$ cat config.mk
export PLATFORM = sky130hd
export DESIGN_NAME = cache_region_decoder
export DESIGN_NICKNAME = d
export VERILOG_FILES = /design/src/rtl/crd_pkg.sv /design/src/rtl/crd_bounds_regs.sv /design/src/rtl/crd_region_match.sv /design/src/rtl/crd_classify.sv /design/src/rtl/cache_region_decoder.sv
export SDC_FILE = /design/constraint.sdc
export NUM_CORES = 1
export LEC_CHECK = 0
export ABC_AREA = 1
export ABC_CLOCK_PERIOD_IN_PS = 1300
export BUFFER_PORTS_ARGS = -buffer_cell sky130_fd_sc_hd__buf_2
export CAP_MARGIN = 20
export CORE_MARGIN = 5
export CORE_UTILIZATION = 50
export DETAILED_ROUTE_END_ITERATION = 6
export HOLD_SLACK_MARGIN = 0.15
export PLACE_DENSITY_LB_ADDON = 0.05
export RECOVER_POWER = 50
export SYNTH_ARGS = -nofsm -noshare
export SYNTH_HDL_FRONTEND = slang
export SYNTH_SLANG_ARGS = --single-unit
$ cat constraint.sdc
create_clock -name clk -period 1.3 [get_ports clk]
set_input_delay 0.13 -clock clk [delete_from_list [all_inputs] [get_ports clk]]
set_output_delay 0.13 -clock clk [all_outputs]
set_load 0.01 [all_outputs]
$ cat src/rtl/crd_pkg.sv
package crd_pkg;

    // Default geometry shared by every module of the decoder
    localparam int DEF_ADDR_W      = 32;   // CPU address width
    localparam int DEF_PHYS_W      = 27;   // 128 MB physical space
    localparam int DEF_PAGE_W      = 12;   // 4 KB region granularity
    localparam int DEF_NUM_REGIONS = 2;    // non-cacheable windows

    // Which bound word of a region a configuration write targets
    typedef enum logic {
        SEL_FIRST = 1'b0,
        SEL_LAST  = 1'b1
    } bound_sel_e;

endpackage

$ cat src/rtl/crd_bounds_regs.sv
module crd_bounds_regs
    import crd_pkg::*;
#(
    parameter int NUM_REGIONS = DEF_NUM_REGIONS,
    parameter int PAGE_BITS   = DEF_PHYS_W - DEF_PAGE_W,
    parameter int IDX_W       = $clog2(2 * DEF_NUM_REGIONS)
) (
    input  logic                             clk,
    input  logic                             rst_n,
    input  logic                             we_i,
    input  logic [IDX_W-1:0]                 idx_i,
    input  logic [PAGE_BITS:0]               wdata_i,
    output logic [NUM_REGIONS-1:0]           en_o,
    output logic [NUM_REGIONS*PAGE_BITS-1:0] first_o,
    output logic [NUM_REGIONS*PAGE_BITS-1:0] last_o
);

    typedef struct packed {
        logic                 en;
        logic [PAGE_BITS-1:0] first;
        logic [PAGE_BITS-1:0] last;
    } bound_t;

    bound_t [NUM_REGIONS-1:0] tbl_d, tbl_q;

    bound_sel_e word_sel;
    assign word_sel = bound_sel_e'(idx_i[0]);

    always_comb begin
        tbl_d = tbl_q;
        if (we_i) begin
            for (int r = 0; r < NUM_REGIONS; r++) begin
                if (int'(idx_i >> 1) == r) begin
                    if (word_sel == SEL_FIRST) begin
                        tbl_d[r].en    = wdata_i[PAGE_BITS];
                        tbl_d[r].first = wdata_i[PAGE_BITS-1:0];
                    end else begin
                        tbl_d[r].last  = wdata_i[PAGE_BITS-1:0];
                    end
                end
            end
        end
    end

    always_ff @(posedge clk or negedge rst_n) begin
        if (!rst_n) begin
            tbl_q <= '0;
        end else begin
            tbl_q <= tbl_d;
        end
    end

    for (genvar g = 0; g < NUM_REGIONS; g++) begin : g_out
        assign en_o[g]                             = tbl_q[g].en;
        assign first_o[g*PAGE_BITS +: PAGE_BITS]   = tbl_q[g].first;
        assign last_o[g*PAGE_BITS +: PAGE_BITS]    = tbl_q[g].last;
    end

endmodule

$ cat src/rtl/crd_region_match.sv
module crd_region_match #(
    parameter int PAGE_BITS = 15
) (
    input  logic                 en_i,
    input  logic [PAGE_BITS-1:0] first_i,
    input  logic [PAGE_BITS-1:0] last_i,
    input  logic [PAGE_BITS-1:0] page_i,
    output logic                 hit_o
);

    logic above_first;
    logic below_last;

    // Inclusive on both bounds; an inverted pair can never satisfy both
    assign above_first = (page_i >= first_i);
    assign below_last  = (page_i <= last_i);
    assign hit_o       = en_i && above_first && below_last;

endmodule

$ cat src/rtl/crd_classify.sv
module crd_classify
    import crd_pkg::*;
#(
    parameter int ADDR_W      = DEF_ADDR_W,
    parameter int PHYS_W      = DEF_PHYS_W,
    parameter int PAGE_W      = DEF_PAGE_W,
    parameter int NUM_REGIONS = DEF_NUM_REGIONS,
    localparam int PAGE_BITS  = PHYS_W - PAGE_W
) (
    input  logic [ADDR_W-1:0]      addr_i,
    input  logic [NUM_REGIONS-1:0] hit_i,
    output logic [PAGE_BITS-1:0]   page_o,
    output logic [PHYS_W-1:0]      phys_o,
    output logic                   cacheable_o
);

    logic alias_uncached;
    logic unused_upper;

    assign page_o         = addr_i[PHYS_W-1:PAGE_W];
    assign phys_o         = addr_i[PHYS_W-1:0];
    assign alias_uncached = addr_i[PHYS_W];
    // Bits above the alias bit take no part in any decision
    assign unused_upper   = ^addr_i[ADDR_W-1:PHYS_W+1];

    assign cacheable_o    = !alias_uncached && !(|hit_i);

endmodule

$ cat src/rtl/cache_region_decoder.sv
module cache_region_decoder
    import crd_pkg::*;
#(
    parameter int ADDR_W      = DEF_ADDR_W,
    parameter int PHYS_W      = DEF_PHYS_W,
    parameter int PAGE_W      = DEF_PAGE_W,
    parameter int NUM_REGIONS = DEF_NUM_REGIONS,
    localparam int PAGE_BITS  = PHYS_W - PAGE_W,
    localparam int CFG_W      = PAGE_BITS + 1,
    localparam int IDX_W      = $clog2(2 * NUM_REGIONS)
) (
    input  logic              clk,
    input  logic              rst_n,
    input  logic              cfg_we,
    input  logic [IDX_W-1:0]  cfg_idx,
    input  logic [CFG_W-1:0]  cfg_wdata,
    input  logic              req_valid,
    input  logic [ADDR_W-1:0] req_addr,
    output logic              rsp_valid,
    output logic              rsp_cacheable,
    output logic [PHYS_W-1:0] rsp_addr
);

    logic [NUM_REGIONS-1:0]           reg_en;
    logic [NUM_REGIONS*PAGE_BITS-1:0] reg_first;
    logic [NUM_REGIONS*PAGE_BITS-1:0] reg_last;
    logic [NUM_REGIONS-1:0]           region_hit;
    logic [PAGE_BITS-1:0]             req_page;
    logic [PHYS_W-1:0]                req_phys;
    logic                             req_cacheable;

    crd_bounds_regs #(
        .NUM_REGIONS (NUM_REGIONS),
        .PAGE_BITS   (PAGE_BITS),
        .IDX_W       (IDX_W)
    ) u_bounds (
        .clk     (clk),
        .rst_n   (rst_n),
        .we_i    (cfg_we),
        .idx_i   (cfg_idx),
        .wdata_i (cfg_wdata),
        .en_o    (reg_en),
        .first_o (reg_first),
        .last_o  (reg_last)
    );

    for (genvar g = 0; g < NUM_REGIONS; g++) begin : g_match
        crd_region_match #(
            .PAGE_BITS (PAGE_BITS)
        ) u_match (
            .en_i    (reg_en[g]),
            .first_i (reg_first[g*PAGE_BITS +: PAGE_BITS]),
            .last_i  (reg_last[g*PAGE_BITS +: PAGE_BITS]),
            .page_i  (req_page),
            .hit_o   (region_hit[g])
        );
    end

    crd_classify #(
        .ADDR_W      (ADDR_W),
        .PHYS_W      (PHYS_W),
        .PAGE_W      (PAGE_W),
        .NUM_REGIONS (NUM_REGIONS)
    ) u_classify (
        .addr_i      (req_addr),
        .hit_i       (region_hit),
        .page_o      (req_page),
        .phys_o      (req_phys),
        .cacheable_o (req_cacheable)
    );

    // Registered response stage
    typedef struct packed {
        logic              vld;
        logic              cacheable;
        logic [PHYS_W-1:0] addr;
    } rsp_t;

    rsp_t rsp_d, rsp_q;

    always_comb begin
        rsp_d     = rsp_q;
        rsp_d.vld = req_valid;
        if (req_valid) begin
            rsp_d.cacheable = req_cacheable;
            rsp_d.addr      = req_phys;
        end
    end

    always_ff @(posedge clk or negedge rst_n) begin
        if (!rst_n) begin
            rsp_q <= '0;
        end else begin
            rsp_q <= rsp_d;
        end
    end

    assign rsp_valid     = rsp_q.vld;
    assign rsp_cacheable = rsp_q.cacheable;
    assign rsp_addr      = rsp_q.addr;

endmodule

==> impl_metrics.toml <==
[outcome]
status = "finished with violations"
violations = "setup timing"

[cells_and_area]
fill_cells = 802
nets = 884
final_cell_mix = "216 x nand2_1, 91 x dfrtp_1, 88 x inv_1"
regArea_sq_um = 2280
final_common_cell = "nand2_1"
areaGrowthSynthToFinish_pct = 34.2
multi_input_area_sq_um = 2620
diodes = 0
drive_above_1_share_pct = 22.5

[placement]
port_buffers = 78
dp_hpwl_mm = 8.65
place_ws_ns = -0.266
place.gp.congestion = 0.852

[route]
drt_first_iter_violations = 215
vias = 4367
antenna_left = 0
avgRoutedWirePerCell_um = 13.7
routed_wirelength_mm = 12.5
via_per_inst = 4.81
drcViolationCount = 0
first_pass_iters = 4

[die]
die_width_um = 110
core_area_sq_um = 9770
start_util_pct = 51.1
fp.dieH_um = 110
row_count = 36
io_pins = 83
dieArea_sq_um = 12100

[logic_synthesis]
syn_avg_cell_area_sq_um = 7.94
yosysUniqueCellTypes = 18
synth_warnings = 0
ys_ff_latch = 91
yosysSeqAreaShare_pct = 45.6
synth_nets = 743
synthCells = 629
syn-cell-area_sq_um = 5000

[clock_tree]
cts_htree_levels = 3
numCtsBuffers = 9
clk_pin_slew_worst_paths_ns = 0.09
cts_root_buf = "clkbuf_8"
clock_path_buffers = 2
cts_tree = "done"
clk_latency_ns = 0.36
clock-sinks = 91

[timing]
setup_ws_ns = -0.206
max_slew_margin_pct = 47.1
final_max_slew_viol_count = 0
whs_ns = 0.180
tightest_slew_ns = 0.793
hold_violations = 0
fin_crit_sh_pct = 116
rsz0062_at_grt = "true"
setup_viol = 1
period_minus_slack_ns = 1.51
fin_skew_ns = 0.00721
tns_ns = -0.206
fmax_ghz = 0.664

[worst_setup_path]
path_max_fanout = 2
r2r-end = "rsp_cacheable"
critPathRequiredTime_ns = 1.56
path_cells = "inv_1 > ha_4 > nand2_2 > a21oi_1 > nor2_2 > nand2_1 > nand2_1 > nand2_1 > nand2_1 > nand3_1 > nand3_1 > nand2_1"
rr_startpoint = "u_bounds.last_o[20]"
cp_slowest_cell = "dfrtp_1"
critPathMaxStageDelay_ns = 0.39
cp-end-kind = "register"
worstSetupPathType = "register to register"
arrival_ns = 1.77
cp_num_buf_inv = 1
path_delay_family = "simple AND/OR/NAND/NOR gates"
ff2ff_path_depth = 12
startpoint_type = "register"
r2r_slack_ns = -0.21
cp_common_cell = "nand2_1"

[global_route]
antenna_found_initial = 0
grt_usage_pct = 21.7
grt_overflow = 0
grt_pass1_wl_mm = 20.3
grt_pass1_vias = 4281
grt_max_degree = 48

[pwr]
peakVddDrop_uv = 698
leakagePower_nw = 3.56
p_total_mw = 7.93
p_per_area_nw_per_um2 = 1180

[worst_hold_path]
min_to = "rsp_addr[19]"
min_from = "req_addr[19]"
hold_path_class = "input pin to register"
worstHoldPathCells = 4

[run]
cap_violations = 0
tightest hold or removal path: stages:
cell and delay, ns:
buf_2 0.16, buf_4 0.13, nand2_1 0.04, nand2_1 0.05
sequential cells by signal, summed over array words and instances (netlist names):
signal / count
u_bounds.last_o: 30
rsp_valid: 1
rsp_addr: 27
rsp_cacheable: 1
u_bounds.en_o: 2
u_bounds.first_o: 30
final cells by class:
cell class / count / share of cell area, %
clock inverter: 4 / 1.10
tap: 133 / 2.48
multi-input combinational: 421 / 39.1
sequential: 91 / 34.0
inverter: 99 / 5.54
timing repair buffer: 148 / 15.6
clock buffer: 11 / 2.26
metrics by stage:
step,utilization (%),cells,instance area [sq um]
2_1_floorplan,-,629,5010
3_3_place_gp,58.1,840,5680
3_5_place_dp,58.1,840,5680
4_1_cts,66.3,898,6480
5_1_grt,68.6,907,6700
6_report,68.6,907,6700
worst max path at each step:
stage                     depth (start not counted)            startpoint  slack, ns            end
after global placement                           11  u_bounds.first_o[10]      -0.24  rsp_cacheable
after global routing                             11   u_bounds.last_o[10]      -0.33  rsp_cacheable
final                                            12   u_bounds.last_o[20]      -0.21  rsp_cacheable
after floorplan                                  11   u_bounds.last_o[12]      -0.04  rsp_cacheable
after CTS                                        11   u_bounds.last_o[14]      -0.19  rsp_cacheable
after detailed placement                         12   u_bounds.last_o[21]      -0.27  rsp_cacheable
per-layer routing:
layer	vias to the layer above	GRT usage [%]	wire length (um)
met5	-	0	0
met4	0	8.99	312
met3	22	2.64	601
met2	102	36.4	6010
met1	1996	28.4	5550
li1	2247	-	-
cells in the mapped netlist:
master	number	area, sq um
a21oi_1	21	105
nor2_1	22	82.6
nand2_1	226	848
buf_2	7	35.0
dfrtp_1	91	2280
buf_4	1	7.51
o21ai_0	66	330
nor3_1	1	5.00
and3_1	1	6.26
and2_1	2	12.5
nand4_1	3	18.8
nor2_2	2	12.5
nand3b_1	2	15.0
clkbuf_1	10	37.5
inv_1	99	372
ha_1	60	751
a21o_1	2	15.0
nand3_1	13	65.1
report_power, final:
group / internal [mW] / switching (mW) / leakage, nW
sequential: 3.22 / 0.214 / 1.13
combinational: 1.05 / 1.29 / 2.31
clock: 1.18 / 0.987 / 0.115
cell families (layout without fill, tap and decap cells):
group / after synthesis / in the layout / synth area share (%)
compound gates: 89 / 89 / 9.02
fa+ha+maj: 60 / 60 / 15.0
buf+inv: 117 / 262 / 9.04
flops: 91 / 91 / 45.6
simple gates: 272 / 272 / 21.3
what timing repair did:
item | 4_1_cts | 5_1_grt
setup buffers | 1 | 9
resized for setup | 29 | 31
pin swaps | 16 | 12
hold buffers | 42 | 0
setup endpoints to repair | 1 | 2
endpoints found under the hold margin | 177 | 0
Power figures use the tool's default switching activity.
